<file path="src/rtl/msix_pkg.sv">
package msix_pkg;
  localparam int ADDR_W = 32;
  localparam int ENTRY_BYTES = 16;

  typedef enum logic [1:0] {
    FLD_ADDR_LO = 2'd0,
    FLD_ADDR_HI = 2'd1,
    FLD_DATA    = 2'd2,
    FLD_VCTRL   = 2'd3
  } field_e;

  // Window base: selected base register plus location with select bits cleared
  function automatic logic [ADDR_W-1:0] win_base(input logic [ADDR_W-1:0] bar,
                                                 input logic [ADDR_W-1:3] loc_hi);
    return bar + {loc_hi, 3'b000};
  endfunction

  function automatic logic size_ok(input logic [2:0] a_lo, input logic [3:0] len);
    return (len == 4'd4 && a_lo[1:0] == 2'b00) || (len == 4'd8 && a_lo == 3'b000);
  endfunction

  function automatic logic in_win(input logic [ADDR_W-1:0] a,
                                  input logic [ADDR_W-1:0] base,
                                  input logic [ADDR_W:0]   bytes);
    logic [ADDR_W:0] lim;
    lim = {1'b0, base} + bytes;
    return ({1'b0, a} >= {1'b0, base}) && ({1'b0, a} < lim);
  endfunction
endpackage

</file>
<file path="src/rtl/msix_decode.sv">
module msix_decode
  import msix_pkg::*;
#(
  parameter int N       = 4,
  parameter int NUM_BAR = 6,
  parameter int IW      = 2
) (
  input  logic                      mem_en,
  input  logic [NUM_BAR*ADDR_W-1:0] bar_base,
  input  logic [ADDR_W-1:0]         tab_loc,
  input  logic [ADDR_W-1:0]         pba_loc,
  input  logic [ADDR_W-1:0]         addr,
  input  logic [3:0]                len,
  output logic                      legal,
  output logic                      hit_tab,
  output logic                      hit_pba,
  output logic [IW-1:0]             idx,
  output field_e                    field,
  output logic [2:0]                pba_byte
);
  localparam logic [ADDR_W:0] TAB_BYTES = (ADDR_W+1)'(N * ENTRY_BYTES);
  localparam logic [ADDR_W:0] PBA_BYTES = (ADDR_W+1)'((N + 7) / 8);

  logic [ADDR_W-1:0] tab_bar, pba_bar, tab_base, pba_base;
  logic [IW+3:0]     tab_off;

  always_comb begin
    tab_bar = '0;
    pba_bar = '0;
    for (int b = 0; b < NUM_BAR; b++) begin
      if (tab_loc[2:0] == 3'(b)) tab_bar = bar_base[b*ADDR_W +: ADDR_W];
      if (pba_loc[2:0] == 3'(b)) pba_bar = bar_base[b*ADDR_W +: ADDR_W];
    end
    tab_base = win_base(tab_bar, tab_loc[ADDR_W-1:3]);
    pba_base = win_base(pba_bar, pba_loc[ADDR_W-1:3]);
  end

  assign legal    = size_ok(addr[2:0], len);
  assign hit_tab  = mem_en && in_win(addr, tab_base, TAB_BYTES);
  assign hit_pba  = mem_en && in_win(addr, pba_base, PBA_BYTES);
  assign tab_off  = (IW+4)'(addr - tab_base);
  assign idx      = tab_off[IW+3:4];
  assign field    = field_e'(tab_off[3:2]);
  assign pba_byte = 3'(addr - pba_base);
endmodule

</file>
<file path="src/rtl/msix_entry_store.sv">
module msix_entry_store #(
  parameter int N  = 4,
  parameter int IW = 2
) (
  input  logic                 clk,
  input  logic                 rst_n,
  input  logic [IW-1:0]        sel,
  input  logic                 wr_lo,
  input  logic                 wr_full,
  input  logic                 wr_hi,
  input  logic                 wr_data,
  input  logic                 wr_mask,
  input  logic                 mask_val,
  input  logic [63:0]          wdata,
  output logic [N-1:0][63:0]   ent_addr,
  output logic [N-1:0][31:0]   ent_data,
  output logic [N-1:0]         ent_mask
);
  for (genvar g = 0; g < N; g++) begin : g_ent
    logic        hit;
    logic [63:0] addr_q;
    logic [31:0] data_q;
    logic        mask_q;

    assign hit = (sel == IW'(g));

    always_ff @(posedge clk or negedge rst_n) begin
      if (!rst_n) begin
        addr_q <= '0;
        data_q <= '0;
        mask_q <= 1'b1;
      end else if (hit) begin
        if (wr_full) addr_q <= wdata;
        if (wr_lo)   addr_q[31:0] <= wdata[31:0];
        if (wr_hi)   addr_q[63:32] <= wdata[31:0];
        if (wr_data) data_q <= wdata[31:0];
        if (wr_mask) mask_q <= mask_val;
      end
    end

    assign ent_addr[g] = addr_q;
    assign ent_data[g] = data_q;
    assign ent_mask[g] = mask_q;
  end
endmodule

</file>
<file path="src/rtl/msix_issue.sv">
module msix_issue #(
  parameter int N  = 4,
  parameter int IW = 2
) (
  input  logic               clk,
  input  logic               rst_n,
  input  logic [N-1:0]       ready,
  input  logic [N-1:0][63:0] ent_addr,
  input  logic [N-1:0][31:0] ent_data,
  output logic [N-1:0]       clr,
  output logic               msg_valid,
  output logic [63:0]        msg_addr,
  output logic [31:0]        msg_data
);
  logic          found;
  logic [IW-1:0] pick;

  // Lowest-numbered ready vector wins
  always_comb begin
    clr   = '0;
    pick  = '0;
    found = 1'b0;
    for (int i = 0; i < N; i++) begin
      if (ready[i] && !found) begin
        found  = 1'b1;
        clr[i] = 1'b1;
        pick   = IW'(i);
      end
    end
  end

  always_ff @(posedge clk or negedge rst_n) begin
    if (!rst_n) begin
      msg_valid <= 1'b0;
      msg_addr  <= '0;
      msg_data  <= '0;
    end else begin
      msg_valid <= found;
      if (found) begin
        msg_addr <= ent_addr[pick];
        msg_data <= ent_data[pick];
      end
    end
  end
endmodule

</file>
<file path="src/rtl/msix_vector_block.sv">
module msix_vector_block
  import msix_pkg::*;
#(
  parameter int N       = 4,
  parameter int NUM_BAR = 6
) (
  input  logic                      clk,
  input  logic                      rst_n,
  input  logic                      mem_en,
  input  logic [NUM_BAR*ADDR_W-1:0] bar_base,
  input  logic [ADDR_W-1:0]         tab_loc,
  input  logic [ADDR_W-1:0]         pba_loc,
  input  logic                      acc_valid,
  input  logic                      acc_write,
  input  logic [ADDR_W-1:0]         acc_addr,
  input  logic [3:0]                acc_len,
  input  logic [63:0]               acc_wdata,
  output logic                      rd_valid,
  output logic [63:0]               rd_data,
  input  logic                      ctl_we,
  input  logic [15:0]               ctl_wdata,
  output logic [15:0]               ctl_rdata,
  input  logic [N-1:0]              irq_req,
  output logic                      msg_valid,
  output logic [63:0]               msg_addr,
  output logic [31:0]               msg_data
);
  localparam int IW = (N > 1) ? $clog2(N) : 1;

  logic               legal, hit_tab, hit_pba;
  logic [IW-1:0]      idx;
  field_e             field;
  logic [2:0]         pba_byte;
  logic [N-1:0][63:0] ent_addr;
  logic [N-1:0][31:0] ent_data;
  logic [N-1:0]       ent_mask;
  logic [N-1:0]       clr_vec, ready, pend_q;
  logic               en_q, fm_q;
  logic               len8, wr_go, guard_drop, rd_hit, rd_miss;
  logic               wr_lo, wr_full, wr_hi, wr_data, wr_mask, mask_val;
  logic [63:0]        tab_val, pba_val, raw_val, rd_d;
  logic               unused_ctl;

  assign unused_ctl = ^ctl_wdata[13:0];

  msix_decode #(.N(N), .NUM_BAR(NUM_BAR), .IW(IW)) u_dec (
    .mem_en(mem_en), .bar_base(bar_base), .tab_loc(tab_loc), .pba_loc(pba_loc),
    .addr(acc_addr), .len(acc_len), .legal(legal), .hit_tab(hit_tab),
    .hit_pba(hit_pba), .idx(idx), .field(field), .pba_byte(pba_byte)
  );

  // Write steering; the pending window takes priority and ignores writes
  assign len8       = (acc_len == 4'd8);
  assign wr_go      = acc_valid && acc_write && legal && hit_tab && !hit_pba;
  assign guard_drop = wr_go && field == FLD_DATA && len8 &&
                      !ent_mask[idx] && !fm_q && en_q;
  assign wr_lo      = wr_go && field == FLD_ADDR_LO && !len8;
  assign wr_full    = wr_go && field == FLD_ADDR_LO && len8;
  assign wr_hi      = wr_go && field == FLD_ADDR_HI;
  assign wr_data    = wr_go && field == FLD_DATA && !guard_drop;
  assign wr_mask    = (wr_go && field == FLD_VCTRL) || (wr_data && len8);
  assign mask_val   = (field == FLD_VCTRL) ? acc_wdata[0] : acc_wdata[32];

  msix_entry_store #(.N(N), .IW(IW)) u_store (
    .clk(clk), .rst_n(rst_n), .sel(idx), .wr_lo(wr_lo), .wr_full(wr_full),
    .wr_hi(wr_hi), .wr_data(wr_data), .wr_mask(wr_mask), .mask_val(mask_val),
    .wdata(acc_wdata), .ent_addr(ent_addr), .ent_data(ent_data), .ent_mask(ent_mask)
  );

  // Control and pending state
  always_ff @(posedge clk or negedge rst_n) begin
    if (!rst_n) begin
      en_q   <= 1'b0;
      fm_q   <= 1'b0;
      pend_q <= '0;
    end else begin
      if (ctl_we) begin
        en_q <= ctl_wdata[15];
        fm_q <= ctl_wdata[14];
      end
      pend_q <= (pend_q & ~clr_vec) | (irq_req & {N{en_q}});
    end
  end

  assign ctl_rdata = {en_q, fm_q, 3'b000, 11'(N - 1)};
  assign ready     = pend_q & ~ent_mask & {N{en_q && !fm_q}};

  msix_issue #(.N(N), .IW(IW)) u_issue (
    .clk(clk), .rst_n(rst_n), .ready(ready), .ent_addr(ent_addr),
    .ent_data(ent_data), .clr(clr_vec), .msg_valid(msg_valid),
    .msg_addr(msg_addr), .msg_data(msg_data)
  );

  // Read path
  always_comb begin
    case (field)
      FLD_ADDR_LO: tab_val = len8 ? ent_addr[idx] : {32'h0, ent_addr[idx][31:0]};
      FLD_ADDR_HI: tab_val = {32'h0, ent_addr[idx][63:32]};
      FLD_DATA:    tab_val = {31'h0, len8 && ent_mask[idx], ent_data[idx]};
      default:     tab_val = {63'h0, ent_mask[idx]};
    endcase
    pba_val = 64'(pend_q) >> {pba_byte, 3'b000};
    raw_val = hit_pba ? pba_val : tab_val;
    if (!len8) raw_val[63:32] = 32'h0;
  end

  assign rd_hit  = legal && (hit_tab || hit_pba);
  assign rd_miss = acc_valid && !acc_write && !rd_hit;
  assign rd_d    = rd_hit ? raw_val : '1;

  always_ff @(posedge clk or negedge rst_n) begin
    if (!rst_n) begin
      rd_valid <= 1'b0;
      rd_data  <= '0;
    end else begin
      rd_valid <= acc_valid && !acc_write;
      if (acc_valid && !acc_write) rd_data <= rd_d;
    end
  end
endmodule

</file>
<file path="config.mk">
export PLATFORM = sky130hd
export DESIGN_NAME = msix_vector_block
export DESIGN_NICKNAME = d
export VERILOG_FILES = /design/src/rtl/msix_pkg.sv /design/src/rtl/msix_decode.sv /design/src/rtl/msix_entry_store.sv /design/src/rtl/msix_issue.sv /design/src/rtl/msix_vector_block.sv
export SDC_FILE = /design/constraint.sdc
export NUM_CORES = 2
export LEC_CHECK = 0
export BUFFER_PORTS_ARGS = -buffer_cell sky130_fd_sc_hd__buf_2
export CAP_MARGIN = 20
export CELL_PAD_IN_SITES_DETAIL_PLACEMENT = 1
export CELL_PAD_IN_SITES_GLOBAL_PLACEMENT = 1
export CORE_MARGIN = 2
export CORE_UTILIZATION = 45
export CTS_CLUSTER_SIZE = 16
export DETAILED_ROUTE_END_ITERATION = 16
export PLACE_DENSITY = 0.82
export SLEW_MARGIN = 20
export SYNTH_ARGS = -nofsm -noshare
export SYNTH_HDL_FRONTEND = slang
export SYNTH_HIERARCHICAL = 1
export SYNTH_SLANG_ARGS = --single-unit
</file>
<file path="constraint.sdc">
create_clock -name clk -period 4.5 [get_ports clk]
set_input_delay 0.225 -clock clk [delete_from_list [all_inputs] [get_ports clk]]
set_output_delay 0.225 -clock clk [all_outputs]
set_load 0.01 [all_outputs]
</file>
==> results.py, run 1 <==
metrics = {
    "place": {
        "post-dp-hpwl_mm": 131,
        "gp_congestion": 0.999,
        "dp_slack_ps": -3480,
        "port_buffers": 531,
    },
    "logic_synthesis": {
        "postSynthAreaPerCell_sq_um": 9.96,
        "syn_area_sq_um": 38900,
        "synth_warnings": 6,
        "ys_seq_elements": 556,
        "synth-main-ff-cell": "dfrtp_1",
        "synth-async-reset-ratio": 1.00,
        "ys_seq_area_frac": 0.358,
        "netlist_instances": 3904,
        "synth_cell_types": 96,
        "synth_edf_count": 0,
    },
    "sta": {
        "endpoint_type": "register input",
        "crit_endpoint": "u_store/g_ent[2].addr_q[46]$_DFFE_PN0P_/D",
    },
    "floorplan": {
        "boundaryPins": 560,
        "start_util": 0.455,
        "die_w_microns": 298,
        "fp.dieH_microns": 298,
        "rows": 107,
    },
    "grt": {
        "overflow": 7,
        "grt.total_usage": 0.745,
        "grt_max_degree": 195,
        "antenna_found_initial": 86,
    },
    "clock_tree": {
        "numCtsBuffers": 58,
        "cts-root-buf": "clkbuf_16",
        "cts_buffer_depth": 3,
        "htree_levels": 2,
        "clock-sinks": 556,
    },
    "outcome": {
        "failing_step": "5_1_grt",
        "status": "stopped before the end",
        "error_line": "[ERROR GRT-0232] Routing congestion too high. Check the congestion heatmap in the GUI.",
    },
}
==> cells in the mapped netlist, types with 14 or more instances <==
cell type	n	area (sq um)
xor2_1	22	193
buf_1	25	93.8
buf_4	59	443
mux4_2	63	1420
a31oi_1	38	238
nor2b_1	117	732
a21o_1	53	398
nor2_1	209	785
xnor2_1	73	639
nand2b_1	45	282
ha_1	181	2260
nand3b_1	102	766
a22oi_1	65	488
clkbuf_1	155	582
inv_1	70	263
a211oi_1	14	105
a21oi_1	483	2420
o22ai_1	24	150
nand3_1	70	350
o21ai_0	64	320
o22a_1	97	850
o221ai_1	19	166
dfrtp_1	552	13800
mux2_2	446	5020
nand4_1	33	206
buf_6	14	158
buf_2	49	245
o21a_1	21	158
o211ai_1	14	105
nor3_1	41	205
nand2_1	248	931
mux2i_1	215	2150
==> layer usage <==
layer  track usage  overflow
met5         0.488         0
met3         0.673         0
met1         0.716         0
met2         0.870         3
met4         0.724         4
==> cell families after synthesis <==
group,count (synthesis),share of synthesized area
XOR/XNOR,95,0.0214
AO/OA/AOI/OAI,1004,0.165
AND/OR/NAND/NOR,959,0.128
adder cells (fa/ha/maj),185,0.0600
multiplexers,725,0.221
other,2,0.000193
flip-flops,556,0.358
buffers and inverters,378,0.0470
==> timing repair <==
item	in CTS
pin swaps	37
resized for setup	136
endpoints found under the hold margin	180
buffers inserted	33
setup endpoints to repair	452
gates cloned	10
hold buffers	24
==> stage by stage <==
step	std cells	instance area, sq um	util	setup TNS [ps]
2_1_floorplan	3916	39400	-	-954520
3_3_place_gp	5985	47700	0.558	-1372370
3_5_place_dp	5985	47700	0.558	-1478270
4_1_cts	6159	50900	0.596	-1038520
==> inputs of run 2 (changes only) <==
Settings changed: CELL_PAD_IN_SITES_DETAIL_PLACEMENT 1 to default, CELL_PAD_IN_SITES_GLOBAL_PLACEMENT 1 to default, CORE_UTILIZATION 45 to 30, CTS_CLUSTER_SIZE 16 to default, PLACE_DENSITY 0.82 to default, PLACE_DENSITY_LB_ADDON from default to 0.15.
==> run 2 against run 1 <==
Effect of this change: the flow now finishes, with violations (setup timing); synthesized cell count unchanged; synthesized area unchanged.
==> results.py, run 2 <==
metrics = {
    "outcome": {
        "status": "finished, violations left",
        "violations": "setup timing",
    },
    "routing": {
        "wl_per_cell_microns": 27.3,
        "drt_pass1_iterations": 5,
        "vias": 37459,
        "drt_wl_total_mm": 187,
        "ant_nets": 0,
        "post-route-drc-count": 0,
        "drt_iter0_markers": 2926,
        "routed_via_density": 5.47,
    },
    "floorplan": {
        "fp.dieH_microns": 364,
        "core_area_sq_um": 129000,
        "die_area_sq_um": 133000,
        "die_w_microns": 364,
        "boundaryPins": 560,
        "rows": 132,
        "start_util": 0.301,
    },
    "setup_path": {
        "crit_end": "u_store/g_ent[2].addr_q[3]",
        "critPathLaunch": "tab_loc[0]",
        "cp-end-kind": "flip-flop",
        "cp.arrival_ps": 7540,
        "path_max_fanout": 6,
        "critPathKind": "input pin to flip-flop",
        "slowest_stage": "or4_4",
        "critPathLaunchType": "input pin",
        "crit_buf_inv": 11,
        "crit_top_cell": "buf_6",
        "cp_slowest_stage_delay_ps": 520,
        "r2r_end": "u_issue/msg_addr[35]",
        "reg2reg_depth": 6,
        "r2r_start": "fm_q",
        "worst-path-stages": 41,
        "crit_required_ps": 5030,
        "crit_family": "compound AO/OA/AOI/OAI gates",
        "rrSetupSlack_ps": 1690,
    },
    "grt": {
        "grt_max_degree": 195,
        "gr-usage-met1": 0.360,
        "grt_pass1_vias": 37652,
        "grt.total_usage": 0.270,
        "grt_pass1_wl_mm": 265,
        "antenna_found_initial": 24,
        "busiest_layer": "met2",
        "grt_use_met2": 0.452,
        "gr-usage-met3": 0.0312,
        "overflow": 0,
    },
    "clock_tree": {
        "clk_pin_slew_ps": 70,
        "cts_tree": "yes",
        "cts_buffer_depth": 3,
        "cts-root-buf": "clkbuf_16",
        "clock_latency_ps": 690,
        "clock-sinks": 556,
        "htree_levels": 2,
        "numCtsBuffers": 61,
    },
    "layout": {
        "largest_register_ff_count": 256,
        "layout-drive-gt1-share": 0.422,
        "nets": 5625,
        "finalNonFillerCells": 6853,
        "final_common_cell": "buf_4",
        "reg_top3": "u_store/g_ent.addr_q: 256 flops, u_store/g_ent.data_q: 128 flops",
        "final_cell_mix": "buf_4, dfrtp_1, buf_2",
        "largest-register": "u_store/g_ent.addr_q",
        "fill_cells": 12808,
        "synthToLayoutAreaGrowth_pct": 39.6,
    },
    "place": {
        "post-dp-hpwl_mm": 134,
        "gp_congestion": 0.968,
        "port_buffers": 531,
        "dp_cells": 6618,
    },
    "pwr": {
        "peakVddDrop_mv": 0.294,
        "p_leak_nw": 25.5,
        "total_power_mw": 20.4,
        "power_density_nw_per_um2": 376,
    },
    "logic_synthesis": {
        "synth_top_area_cell": "dfrtp_1",
        "ys_seq_elements": 556,
        "synth.top_cells.by_area": "dfrtp_1, mux2_2, a21oi_1",
        "synth_common_cells": "dfrtp_1, a21oi_1, mux2_2, nand2_1, mux2i_1",
        "synth-async-reset-ratio": 1.00,
        "synth-main-ff-cell": "dfrtp_1",
        "synth_warnings": 6,
        "synth-xor-area-share": 0.0214,
        "ys_seq_area_frac": 0.358,
        "synth_top_family_by_area": "multiplexers",
        "synth_cell_types": 96,
        "postSynthAreaPerCell_sq_um": 9.96,
        "yosys.area_share.simple": 0.128,
        "netlist_instances": 3904,
        "synth_compound_area_frac": 0.165,
        "muxShareOfSynthArea": 0.221,
        "synthAdderAreaFrac": 0.0600,
        "synth_edf_count": 0,
        "synth.most_common_cell": "dfrtp_1",
        "synth.top_cell.area_share": 0.355,
        "syn_area_sq_um": 38900,
    },
    "sta": {
        "period_needed_ps": 7010,
        "drv_slew": 0,
        "fin_ws_ps": -2510,
        "fin_crit_sh": 1.56,
        "setup_violations": 452,
        "fin_setup_tns_ps": -1023370,
        "slew_headroom": 0.303,
        "finalHoldViolations": 0,
        "fmax_mhz": 143,
        "worst_pin_slew_ps": 1050,
        "rsz0062_at_grt": "yes",
        "hold_ws_ps": 31.7,
        "skew_ps": 62.6,
    },
    "job": {
        "drv_cap": 0,
    },
    "min_path": {
        "min_path_type": "input pin to flip-flop",
    },
}
## run 2: cell counts after synthesis
Identical to the previous run, type by type.
## run 2: worst reg2reg max path, stage by stage, from the launching register on
cell      delay [ps]
dfrtp_1          400
nand2b_1         440
nor3_2           450
or3_4            640
buf_12           340
a21oi_1          250
o22a_1           190
## run 2: worst min-delay path by stage
stage | endpoint | cells after the start | from
final | u_store/g_ent[0].addr_q[46] | 3 | acc_wdata[46]
after global routing | u_store/g_ent[0].addr_q[62] | 3 | acc_wdata[62]
after CTS | u_store/g_ent[0].addr_q[62] | 3 | acc_wdata[62]
after detailed placement | u_store/g_ent[1].data_q[15] | 1 | rst_n
after global placement | u_issue/msg_data[15] | 1 | rst_n
after floorplan | en_q | 0 | rst_n
## run 2: metrics by stage
| step | cell area (sq um) | worst slack, ps | util |
|---|---|---|---|
| floorplan | 39400 | -2370 | - |
| global placement | 48900 | -3800 | 0.378 |
| detailed placement | 48900 | -3700 | 0.378 |
| CTS | 53000 | -2420 | 0.410 |
| global route | 54300 | -2760 | 0.421 |
| finish | 54300 | -2510 | 0.421 |
## run 2: layer usage
metal  vias up  part of all wire
met5         -           0.00040
met2      1320              0.47
met4        12             0.036
li1      16725                 -
met3       263             0.054
met1     19139              0.43
## run 2: logic make-up (layout without fill, tap and decap cells)
group / Yosys count / in the layout
other: 2 / 24
buffers and inverters: 378 / 1563
AND/OR/NAND/NOR: 959 / 959
XOR/XNOR: 95 / 95
AO/OA/AOI/OAI: 1004 / 1004
adder cells (fa/ha/maj): 185 / 185
flip-flops: 556 / 556
multiplexers: 725 / 725
## run 2: report_power, final
part           switching (mW)  internal, mW
combinational            5.39          4.05
sequential              0.445          5.43
clock                    2.23          2.87
## run 2: what timing repair did
action | CTS | global route
setup buffers | 42 | 24
endpoints found under the hold margin | 183 | 0
setup endpoints to repair | 452 | 452
gates resized for setup | 251 | 178
pin swaps | 48 | 38
hold buffers | 26 | 0
cloned | 18 | 18
## run 2: final cells by class
| cell class | count | area, sq um | share of cell area |
|---|---|---|---|
| multi-input combinational | 2982 | 25100 | 0.462 |
| sequential | 556 | 13900 | 0.256 |
| timing repair buffer | 1386 | 10900 | 0.200 |
| tap | 1742 | 2180 | 0.0401 |
| clock buffer | 92 | 1800 | 0.0332 |
| inverter | 72 | 270 | 0.00498 |
| clock inverter | 13 | 185 | 0.00341 |
| antenna | 10 | 25.0 | 0.000461 |
No activity file was read; power rests on OpenSTA's default activity.
